**src/rtl/prog_seq_pkg.sv**
```systemverilog
package prog_seq_pkg;

    typedef enum logic [3:0] {
        ST_IDLE,
        ST_SETUP,
        ST_LOAD,
        ST_PULSE,
        ST_VERIFY,
        ST_RECOVER,
        ST_READBACK,
        ST_EXIT,
        ST_FINISH
    } seq_state_t;

    localparam logic [7:0] CMD_PROG_SETUP  = 8'h40;
    localparam logic [7:0] CMD_PROG_VERIFY = 8'hC0;
    localparam logic [7:0] CMD_READ_ARRAY  = 8'h00;

endpackage

```
**src/rtl/prog_wait_timer.sv**
```systemverilog
module prog_wait_timer #(
    parameter int CNT_W = 12
) (
    input  logic             clk,
    input  logic             rst_n,
    input  logic             run_i,
    input  logic [CNT_W-1:0] limit_i,
    output logic             expired_o
);

    logic [CNT_W-1:0] cnt_q;

    assign expired_o = run_i && (cnt_q == limit_i - 1'b1);

    always_ff @(posedge clk) begin
        if (!rst_n) begin
            cnt_q <= '0;
        end else if (!run_i || expired_o) begin
            cnt_q <= '0;
        end else begin
            cnt_q <= cnt_q + 1'b1;
        end
    end

    // a wait never runs past its limit
    a_r4_timer_bound : assert property (@(posedge clk) disable iff (!rst_n)
        run_i |-> (cnt_q < limit_i));

    // the counter starts from zero on every new wait
    a_r5_timer_fresh : assert property (@(posedge clk) disable iff (!rst_n)
        (!run_i) |=> (cnt_q == '0));

endmodule

```
**src/rtl/prog_pulse_tally.sv**
```systemverilog
module prog_pulse_tally #(
    parameter int MAX_PULSES = 25,
    parameter int CNT_W      = $clog2(MAX_PULSES + 1)
) (
    input  logic clk,
    input  logic rst_n,
    input  logic clear_i,
    input  logic incr_i,
    output logic at_cap_o
);

    logic [CNT_W-1:0] count_q;

    assign at_cap_o = (count_q == CNT_W'(MAX_PULSES));

    always_ff @(posedge clk) begin
        if (!rst_n || clear_i) begin
            count_q <= '0;
        end else if (incr_i && !at_cap_o) begin
            count_q <= count_q + 1'b1;
        end
    end

    // the pulse tally never exceeds the cap
    a_r6_tally_cap : assert property (@(posedge clk) disable iff (!rst_n)
        count_q <= CNT_W'(MAX_PULSES));

    // each applied pulse is counted once
    a_r6_tally_step : assert property (@(posedge clk) disable iff (!rst_n)
        (incr_i && !clear_i && !at_cap_o) |=> (count_q == $past(count_q) + 1'b1));

endmodule

```
**src/rtl/byte_prog_seq.sv**
```systemverilog
module byte_prog_seq
    import prog_seq_pkg::*;
#(
    parameter int ADDR_W     = 17,
    parameter int DATA_W     = 8,
    parameter int PULSE_CYC  = 2500,
    parameter int RECOV_CYC  = 1500,
    parameter int MAX_PULSES = 25
) (
    input  logic              clk,
    input  logic              rst_n,
    input  logic              start_i,
    input  logic [ADDR_W-1:0] addr_i,
    input  logic [DATA_W-1:0] data_i,
    input  logic              vpp_ready_i,
    output logic              req_valid_o,
    output logic              req_write_o,
    output logic [ADDR_W-1:0] req_addr_o,
    output logic [DATA_W-1:0] req_wdata_o,
    input  logic              req_ack_i,
    input  logic [DATA_W-1:0] req_rdata_i,
    output logic              done_o,
    output logic              fail_o
);

    localparam int TMR_MAX = (PULSE_CYC > RECOV_CYC) ? PULSE_CYC : RECOV_CYC;
    localparam int TMR_W   = $clog2(TMR_MAX + 1);

    seq_state_t        state_q, state_d;
    logic [ADDR_W-1:0] addr_q;
    logic [DATA_W-1:0] data_q;
    logic              fail_q, fail_d;

    logic              accept;
    logic              tmr_run, tmr_expired;
    logic [TMR_W-1:0]  tmr_limit;
    logic              tally_clear, tally_incr, tally_cap;
    logic              byte_match;

    assign accept     = (state_q == ST_IDLE) && start_i && vpp_ready_i;
    assign byte_match = (req_rdata_i == data_q);

    // wait timer shared by pulse and recovery states
    assign tmr_run   = (state_q == ST_PULSE) || (state_q == ST_RECOVER);
    assign tmr_limit = (state_q == ST_PULSE) ? TMR_W'(PULSE_CYC) : TMR_W'(RECOV_CYC);

    prog_wait_timer #(.CNT_W(TMR_W)) u_timer (
        .clk      (clk),
        .rst_n    (rst_n),
        .run_i    (tmr_run),
        .limit_i  (tmr_limit),
        .expired_o(tmr_expired)
    );

    assign tally_clear = accept;
    assign tally_incr  = (state_q == ST_LOAD) && req_ack_i;

    prog_pulse_tally #(.MAX_PULSES(MAX_PULSES)) u_tally (
        .clk     (clk),
        .rst_n   (rst_n),
        .clear_i (tally_clear),
        .incr_i  (tally_incr),
        .at_cap_o(tally_cap)
    );

    // next-state logic
    always_comb begin
        state_d = state_q;
        fail_d  = fail_q;
        unique case (state_q)
            ST_IDLE: begin
                if (accept) begin
                    state_d = ST_SETUP;
                    fail_d  = 1'b0;
                end
            end
            ST_SETUP:    if (req_ack_i)   state_d = ST_LOAD;
            ST_LOAD:     if (req_ack_i)   state_d = ST_PULSE;
            ST_PULSE:    if (tmr_expired) state_d = ST_VERIFY;
            ST_VERIFY:   if (req_ack_i)   state_d = ST_RECOVER;
            ST_RECOVER:  if (tmr_expired) state_d = ST_READBACK;
            ST_READBACK: begin
                if (req_ack_i) begin
                    if (byte_match) begin
                        state_d = ST_EXIT;
                        fail_d  = 1'b0;
                    end else if (tally_cap) begin
                        state_d = ST_EXIT;
                        fail_d  = 1'b1;
                    end else begin
                        state_d = ST_SETUP;
                    end
                end
            end
            ST_EXIT:     if (req_ack_i)   state_d = ST_FINISH;
            ST_FINISH:   state_d = ST_IDLE;
            default:     state_d = ST_IDLE;
        endcase
    end

    // state register
    always_ff @(posedge clk) begin
        if (!rst_n) begin
            state_q <= ST_IDLE;
            addr_q  <= '0;
            data_q  <= '0;
            fail_q  <= 1'b0;
        end else begin
            state_q <= state_d;
            fail_q  <= fail_d;
            if (accept) begin
                addr_q <= addr_i;
                data_q <= data_i;
            end
        end
    end

    // outputs decoded from the state
    always_comb begin
        req_valid_o = 1'b0;
        req_write_o = 1'b1;
        req_addr_o  = addr_q;
        req_wdata_o = '0;
        done_o      = 1'b0;
        fail_o      = 1'b0;
        unique case (state_q)
            ST_SETUP: begin
                req_valid_o = 1'b1;
                req_wdata_o = DATA_W'(CMD_PROG_SETUP);
            end
            ST_LOAD: begin
                req_valid_o = 1'b1;
                req_wdata_o = data_q;
            end
            ST_VERIFY: begin
                req_valid_o = 1'b1;
                req_wdata_o = DATA_W'(CMD_PROG_VERIFY);
            end
            ST_READBACK: begin
                req_valid_o = 1'b1;
                req_write_o = 1'b0;
            end
            ST_EXIT: begin
                req_valid_o = 1'b1;
                req_wdata_o = DATA_W'(CMD_READ_ARRAY);
            end
            ST_FINISH: begin
                done_o = 1'b1;
                fail_o = fail_q;
            end
            default: ;
        endcase
    end

    // no supply-ready, no departure from idle
    a_r1_start_gated : assert property (@(posedge clk) disable iff (!rst_n)
        (state_q == ST_IDLE && start_i && !vpp_ready_i) |=> (state_q == ST_IDLE));

    // a pending request holds until acknowledged
    a_r2_req_hold : assert property (@(posedge clk) disable iff (!rst_n)
        (req_valid_o && !req_ack_i) |=> (req_valid_o && $stable(req_write_o)
                                         && $stable(req_addr_o) && $stable(req_wdata_o)));

    // done is a single-cycle pulse
    a_r8_done_single : assert property (@(posedge clk) disable iff (!rst_n)
        done_o |=> !done_o);

    // fail only alongside done
    a_r8_fail_with_done : assert property (@(posedge clk) disable iff (!rst_n)
        fail_o |-> done_o);

    // done follows an acknowledged read-array write
    a_r7_exit_before_done : assert property (@(posedge clk) disable iff (!rst_n)
        (req_valid_o && req_ack_i && req_write_o && req_wdata_o == '0 && state_q == ST_EXIT)
        |=> done_o);

    // the latched target does not move while busy
    a_r9_busy_latch : assert property (@(posedge clk) disable iff (!rst_n)
        (state_q != ST_IDLE) |=> $stable(req_addr_o));

endmodule

```
**config.mk**
```make
export PLATFORM = sky130hd
export DESIGN_NAME = byte_prog_seq
export DESIGN_NICKNAME = d
export VERILOG_FILES = /design/src/rtl/prog_seq_pkg.sv /design/src/rtl/prog_wait_timer.sv /design/src/rtl/prog_pulse_tally.sv /design/src/rtl/byte_prog_seq.sv
export SDC_FILE = /design/constraint.sdc
export NUM_CORES = 1
export LEC_CHECK = 0
export CORE_MARGIN = 3
export CORE_UTILIZATION = 47
export DETAILED_ROUTE_END_ITERATION = 10
export GPL_TIMING_DRIVEN = 0
export MAX_ROUTING_LAYER = met4
export PLACE_DENSITY = 0.78
export SLEW_MARGIN = 20
export SYNTH_ARGS = -nofsm -noshare
export SYNTH_HDL_FRONTEND = slang
export SYNTH_SLANG_ARGS = --single-unit
```
**constraint.sdc**
```tcl
create_clock -name clk -period 2.3 [get_ports clk]
set_input_delay 0.46 -clock clk [delete_from_list [all_inputs] [get_ports clk]]
set_output_delay 0.46 -clock clk [all_outputs]
set_load 0.02 [all_outputs]
```
==> impl_results.md, run 1 <==
- Top-area cell type share of the netlist area: 0.4246
- Nature of the critical path endpoint: output port
- EDFF count, synth: 0
- Layout area overhead: 37.66%
- Final core occ: 0.6864
- Worst-Skew Late Latency: 0.30 ns
- Run status: finished clean
- Mapped Nets: 318
- Peak supply drop: 0.4479 mV
- Critical Path RT: 1.84 ns
- Antenna violations before repair: 0
- Hold buffer count at cts: 0
- Synth top cells by count: nand2_1 (67), dfxtp_1 (47), a21oi_1 (28)
- # DRC: 0
- Met3 GRT Util: 0.04406
- Prevailing post-synth register cell: dfxtp_1
- Largest stage delay on the critical path: 0.61 ns
- # rows: 24
- Cell Area, Synth: 0.002216 sq mm
- Iter 0 DRT Violations: 142
- Pwr per Cell Area: 715.9 mW/mm^2
- Vias: 2,086
- Worst-path clk slew: 0.09 ns
- Sequential fraction of the synthesis area: 0.4246
- Syn Inst Count: 277
- Worst rel slew slack: 0.6307
- Synth area leader: dfxtp_1
- Drt pass-1 iters: 4
- Buffers on Ports: 66
- Static leakage: 1.131 nW
- Tightest Hold Check Type: reg2reg
- Starting density of the core: 0.4986
- Worst-margin pin slew: 0.5400 ns
- Grt met1 use: 0.2523
- Worst setup path class: reg2out
- Hpwl dp: 4096 um
- Critical path's top delay family: buffers and inverters
- DR WL/cell: 13.25 um
- Maximum fanout along the worst path: 10
- Core region area: 0.004444 sq mm
- Synth top area cells: dfxtp_1 (42%), nand2_1 (11%), a21oi_1 (6.3%)
- Crit. path cell count: 4
- Fin crit share: 0.9647
- Final Max Tran Viols: 0
- Die ar.: 0.005575 sq mm
- Fill cells: 389
- Final Hold Slack: 0.4559 ns
- RSZ-0062 raised after global routing: no
- # IOs: 67
- Nature of the critical path startpoint: register
- CTS tree: done
- Detail Route Antenna Nets: 0
- Antenna Cells: 0
- Largest net degree at the start of global routing: 15
- Max Fclk: 0.4507 GHz
- Count leader, synth: nand2_1
- Die Wd: 74.67 um
- Clk buf depth: 2
- Asr flop ratio synth: 0
- First-pass GRT wire length: 8901 um
- Met2 GRT Util: 0.3532
- Final hold violations: 0
- # setup viols final: 0
- Synth Register Bits: 47
- Total CTS buffers: 5
- Distinct cells, synth: 44
- Worst reg2reg path depth: 7
- Layout cells sized above 1: 0.07977
- Worst hold path cell count: 2
- Syn Area/Cell: 8.000 sq um
- Die height: 74.67 um
- DR vias/cell: 5.176
- Skew final: 0.005725 ns
- Syn. warnings: 0
- Nets: 391
- Worst Path Buf+Inv: 2
- CP max-delay cell: clkdlybuf4s50_1
- Crit path cell chain: clkbuf_4 > nor2b_1 > nand2_1 > clkdlybuf4s50_1
- Top Usage Layer GRT: met2
- Worst Path Arrival: 1.76 ns
- Final wirelength: 5340 um
- Area of the multi-input gates: 0.001217 sq mm
- Placer Congestion: 0.8788
- GRT Util Overall: 0.2126
- H-tree Lvls: 2
- GRT overflow: 0
- Sequential cell area: 943.4 sq um
- Clock Sinks: 47
- Clock Tree Root: clkbuf_8
- Max-cap violations: 0
- Fin crit period: 2.219 ns
- Vias in the first global route: 1,996
## metrics by stage
step | cells | total power, mW | cell area, sq um | TNS, ns | setup slack, ns
2_1_floorplan | 277 | 1.398 | 2216 | 0 | 0.1169
3_3_place_gp | 395 | 1.657 | 2942 | -0.3845 | -0.09983
3_5_place_dp | 395 | 1.669 | 2942 | -0.5986 | -0.1402
4_1_cts | 403 | 2.200 | 3048 | 0 | 0.007426
5_1_grt | 403 | 2.302 | 3050 | 0 | 0.01981
6_report | 403 | 2.184 | 3050 | 0 | 0.08123
## layout by cell type, fill, tap and decap left out, types with 3 or more instances in the layout
cell	netlist	routed
dlygate4sd2_1	0	9
nand4_1	5	5
dfxtp_1	47	45
a21oi_1	28	28
inv_1	3	3
clkdlybuf4s50_1	0	55
nor3_1	3	3
nand3_1	4	4
nor2b_1	4	4
nor2_1	25	25
buf_2	3	3
clkbuf_1	11	8
ha_1	3	3
clkbuf_8	0	6
nand2_1	67	67
a211oi_1	3	3
xnor2_1	13	13
o21ai_0	4	4
and2_1	10	10
xor2_1	10	10
## per-layer routing
layer | vias up | routed length, um
met2 | 48 | 2653
met5 | - | 0
met3 | 10 | 188
met1 | 956 | 2374
li1 | 1072 | -
met4 | 0 | 123
## cell type report
class,instances,share of cell area
flip-flops and latches,47,0.3093
clock inverters,1,0.002871
multi-input cells,212,0.3991
well taps,52,0.02133
clock buffers,7,0.02830
repair buffers,67,0.2141
plain buffers,13,0.02010
inverters,4,0.004922
## path summary, 6_finish.rpt
kind | slack [ns] | to | from
max reg2reg | 0.20 | req_addr_o[9] | state_q[3]
max | 0.08 | req_write_o | state_q[3]
min reg2reg | 0.46 | req_addr_o[7] | req_addr_o[7]
min | 0.46 | req_addr_o[7] | req_addr_o[7]
## flip-flops by register name, summed over array words and instances (netlist names)
register and flops:
u_tally.count_q 5, fail_q 1, req_addr_o 17, data_q 8
u_timer.cnt_q 12, state_q 4
## where the power goes
part	total, mW	internal [mW]	leakage [nW]	switching (mW)
logic	0.708	0.336	0.700	0.372
clock network	0.525	0.247	0.0484	0.278
registers	0.951	0.887	0.382	0.0641
## kinds of logic after synthesis
logic type / share of synthesized area
flip-flops: 0.4246
XOR/XNOR: 0.09091
adder cells (fa/ha/maj): 0.01694
buffers and inverters: 0.03218
AO/OA/AOI/OAI: 0.1366
multiplexers: 0.004517
AND/OR/NAND/NOR: 0.2942
## repair_timing
item                       4_1_cts  5_1_grt
buffers inserted                 1        0
setup endpoints to repair       12        4
resized for setup               21        6
## worst reg2reg max path, delay by kind of cell (launching register included)
family | cells | cell delay, ns
flops | 1 | 0.36
buf+inv | 3 | 0.84
compound gates | 1 | 0.14
simple gates | 3 | 0.67
(Power assumes the default switching activity.)
==> inputs of run 2 (changes only) <==
--- a/config.mk
+++ b/config.mk
@@ -10,7 +10,7 @@
 export DETAILED_ROUTE_END_ITERATION = 10
 export GPL_TIMING_DRIVEN = 0
 export MAX_ROUTING_LAYER = met4
-export PLACE_DENSITY = 0.78
+export PLACE_DENSITY = 0.8
 export SLEW_MARGIN = 20
 export SYNTH_ARGS = -nofsm -noshare
 export SYNTH_HDL_FRONTEND = slang
==> run 2 against run 1 <==
Power fell by 0.85%. Sequential power barely moved. Setup slack got worse by 0.0060 ns. Cell count fell by 0.25%. Sequential share of layout area barely moved. Count of clock-buffer cells in the layout fell by 2.
==> impl_results.md, run 2 (synthesis results as in run 1) <==
- Run status: finished clean
- Clock power share: 0.223 (-0.017)
- Clock Tree Root: clkbuf_8
- Detail Route Antenna Nets: 0 (unchanged)
- Max Used Layer: met4
- Sequential share of power: 0.441 (+0.005)
- P_int: 1.440 mW (-2.0%)
- Worst rel slew slack: 0.6515 (+0.02077)
- Total CTS buffers: 5 (unchanged)
- Vias in the first global route: 2,011 (+0.75%)
- Worst setup path class: reg2out
- Final Max Tran Viols: 0 (unchanged)
- GRT overflow: 0 (unchanged)
- Layout cells sized above 1: 0.08571 (+0.005942)
- Setup Slack @ Placement: -0.2145 ns (-0.07435 ns)
- Die height: 74.67 um (unchanged)
- Die Wd: 74.67 um (unchanged)
- DR WL met3: 251 um (+34%)
- Switching Share: 0.3348 (+0.007778)
- CTS tree: done
- Vias: 2,097 (+0.53%)
- Worst-Skew Late Latency: 0.30 ns (about the same)
- Nature of the critical path startpoint: register
- Worst Path Arrival: 1.76 ns (about the same)
- Switching pwr: 0.7250 mW (+1.5%)
- # setup viols final: 0 (unchanged)
- Die ar.: 0.005575 sq mm (unchanged)
- Worst-path clk slew: 0.08 ns (about the same)
- Fill cells: 380 (-2.3%)
- Logic pwr share: 0.336 (+0.012)
- Area of the multi-input gates: 0.001224 sq mm (+0.51%)
- Iter 0 DRT Violations: 98 (-31%)
- Critical Path RT: 1.84 ns (about the same)
- H-tree Lvls: 2 (unchanged)
- DR vias/cell: 5.216 (+0.78%)
- Fin crit share: 0.9673 (+0.002592)
- Static leakage: 1.154 nW (+2.1%)
- Nets: 391 (unchanged)
- First-pass GRT wire length: 8776 um (-1.4%)
- Hpwl dp: 4038 um (-1.4%)
- Largest net degree at the start of global routing: 15 (unchanged)
- Met1 wire length: 2421 um (+2.0%)
- # rows: 24 (unchanged)
- Tightest Hold Check Type: reg2reg
- Final Hold Slack: 0.4544 ns (-0.001485 ns)
- Max reg flops: 17 (unchanged)
- Final WS setup: 0.07527 ns (-0.005963 ns)
- Placer Congestion: 0.8510 (-3.2%)
- Clk buf depth: 2 (unchanged)
- Sequential cell area: 944.7 sq um (+0.13%)
- Worst-margin pin slew: 0.5096 ns (-0.03036 ns)
- Drt pass-1 iters: 4 (unchanged)
- Fin crit period: 2.225 ns (+0.005963 ns)
- GRT Util Overall: 0.2072 (-0.005419)
- # IOs: 67 (unchanged)
- Nature of the critical path endpoint: output port
- Antenna violations before repair: 0 (unchanged)
- Met2 Wirelength: 2683 um (+1.1%)
- Peak supply drop: 0.5316 mV (+19%)
- Clock Sinks: 47 (unchanged)
- DR WL/cell: 13.59 um (+2.5%)
- Skew final: 0.007137 ns (+0.001412 ns)
- RSZ-0062 raised after global routing: no
- CP max-delay cell: clkdlybuf4s50_1
- # DRC: 0 (unchanged)
- Maximum fanout along the worst path: 10 (unchanged)
- Most frequent cells in the layout: nand2_1 (67), clkdlybuf4s50_1 (55), dfxtp_1 (44)
- Final wirelength: 5462 um (+2.3%)
- Most common cell after layout, fill and taps aside: nand2_1
- Final hold violations: 0 (unchanged)
- Max-cap violations: 0 (unchanged)
- Final core occ: 0.6883 (+0.001971)
- Crit path cell chain: clkbuf_4 > nor2b_1 > nand2_1 > clkdlybuf4s50_1
- Max Fclk: 0.4495 GHz (-0.27%)
- Post-Route Setup TNS: 0 ns (unchanged)
- Buffers on Ports: 66 (unchanged)
- Antenna Cells: 0 (unchanged)
- Starting density of the core: 0.4986 (unchanged)
- Largest stage delay on the critical path: 0.62 ns (about the same)
- Layout area overhead: 38.06%
- Hold buffer count at cts: 0 (unchanged)
- Pwr per Cell Area: 707.8 mW/mm^2 (-1.1%)
- Core region area: 0.004444 sq mm (unchanged)
-- run 2: through the flow --
stage               power [mW]  cells  cell area [sq um]
finish                   2.165    402               3059
floorplan                1.398    277               2216
detailed placement       1.677    395               2942
CTS                      2.165    402               3039
global placement         1.659    395               2942
global route             2.282    402               3059
-- run 2: worst paths after layout --
| kind | start | end | slack, ns | cells after the start |
|---|---|---|---|---|
| hold reg to reg | u_timer.cnt_q[0] | u_timer.cnt_q[0] | 0.45 | 1 |
| setup reg to reg | state_q[3] | req_addr_o[6] | 0.22 | 7 |
| setup / recovery | state_q[3] | req_write_o | 0.08 | 4 |
| hold / removal | u_timer.cnt_q[0] | u_timer.cnt_q[0] | 0.45 | 1 |
-- run 2: repair_timing --
item                                    4_1_cts  5_1_grt
endpoints found under the setup margin       12       15
buffers inserted                              1        0
resized for setup                            21        6
gates cloned                                  0        0
hold endpoints to repair                      0        0
-- run 2: per-layer routing --
layer | vias to the layer above | global-route usage
li1 | 1073 | -
met1 | 958 | 0.2512
met2 | 54 | 0.3483
met3 | 12 | 0.03471
met4 | 0 | 0.07115
met5 | - | -
-- run 2: power groups by stage --
stage	Clock (mW)	Sequential, mW	Combinational, mW
finish	0.483	0.954	0.729
global route	0.523	0.964	0.795
CTS	0.494	0.950	0.722
detailed placement	0	0.962	0.715
global placement	0	0.959	0.700
floorplan	0	0.994	0.403
-- run 2: cell type report --
type                       count  area share
sequential                    47      0.3088
buffer                        13     0.02004
timing repair buffer          67      0.2180
tap                           52     0.02127
inverter                       4    0.004908
clock inverter                 2    0.004499
clock buffer                   5     0.02249
multi-input combinational    212      0.4000
-- run 2: worst max-delay path, delay by kind of cell, from the launching register on --
family        cells  cell delay, ns
buf+inv           2            0.86
flops             1            0.42
simple gates      2            0.19
==> inputs of run 3 (changes only) <==
--- a/config.mk
+++ b/config.mk
@@ -5,6 +5,7 @@
 export SDC_FILE = /design/constraint.sdc
 export NUM_CORES = 1
 export LEC_CHECK = 0
+export ABC_CLOCK_PERIOD_IN_PS = 2300
 export CORE_MARGIN = 3
 export CORE_UTILIZATION = 47
 export DETAILED_ROUTE_END_ITERATION = 10
==> results of run 3 <==
The final DEF is identical to that of run 2; final timing and power are the same.
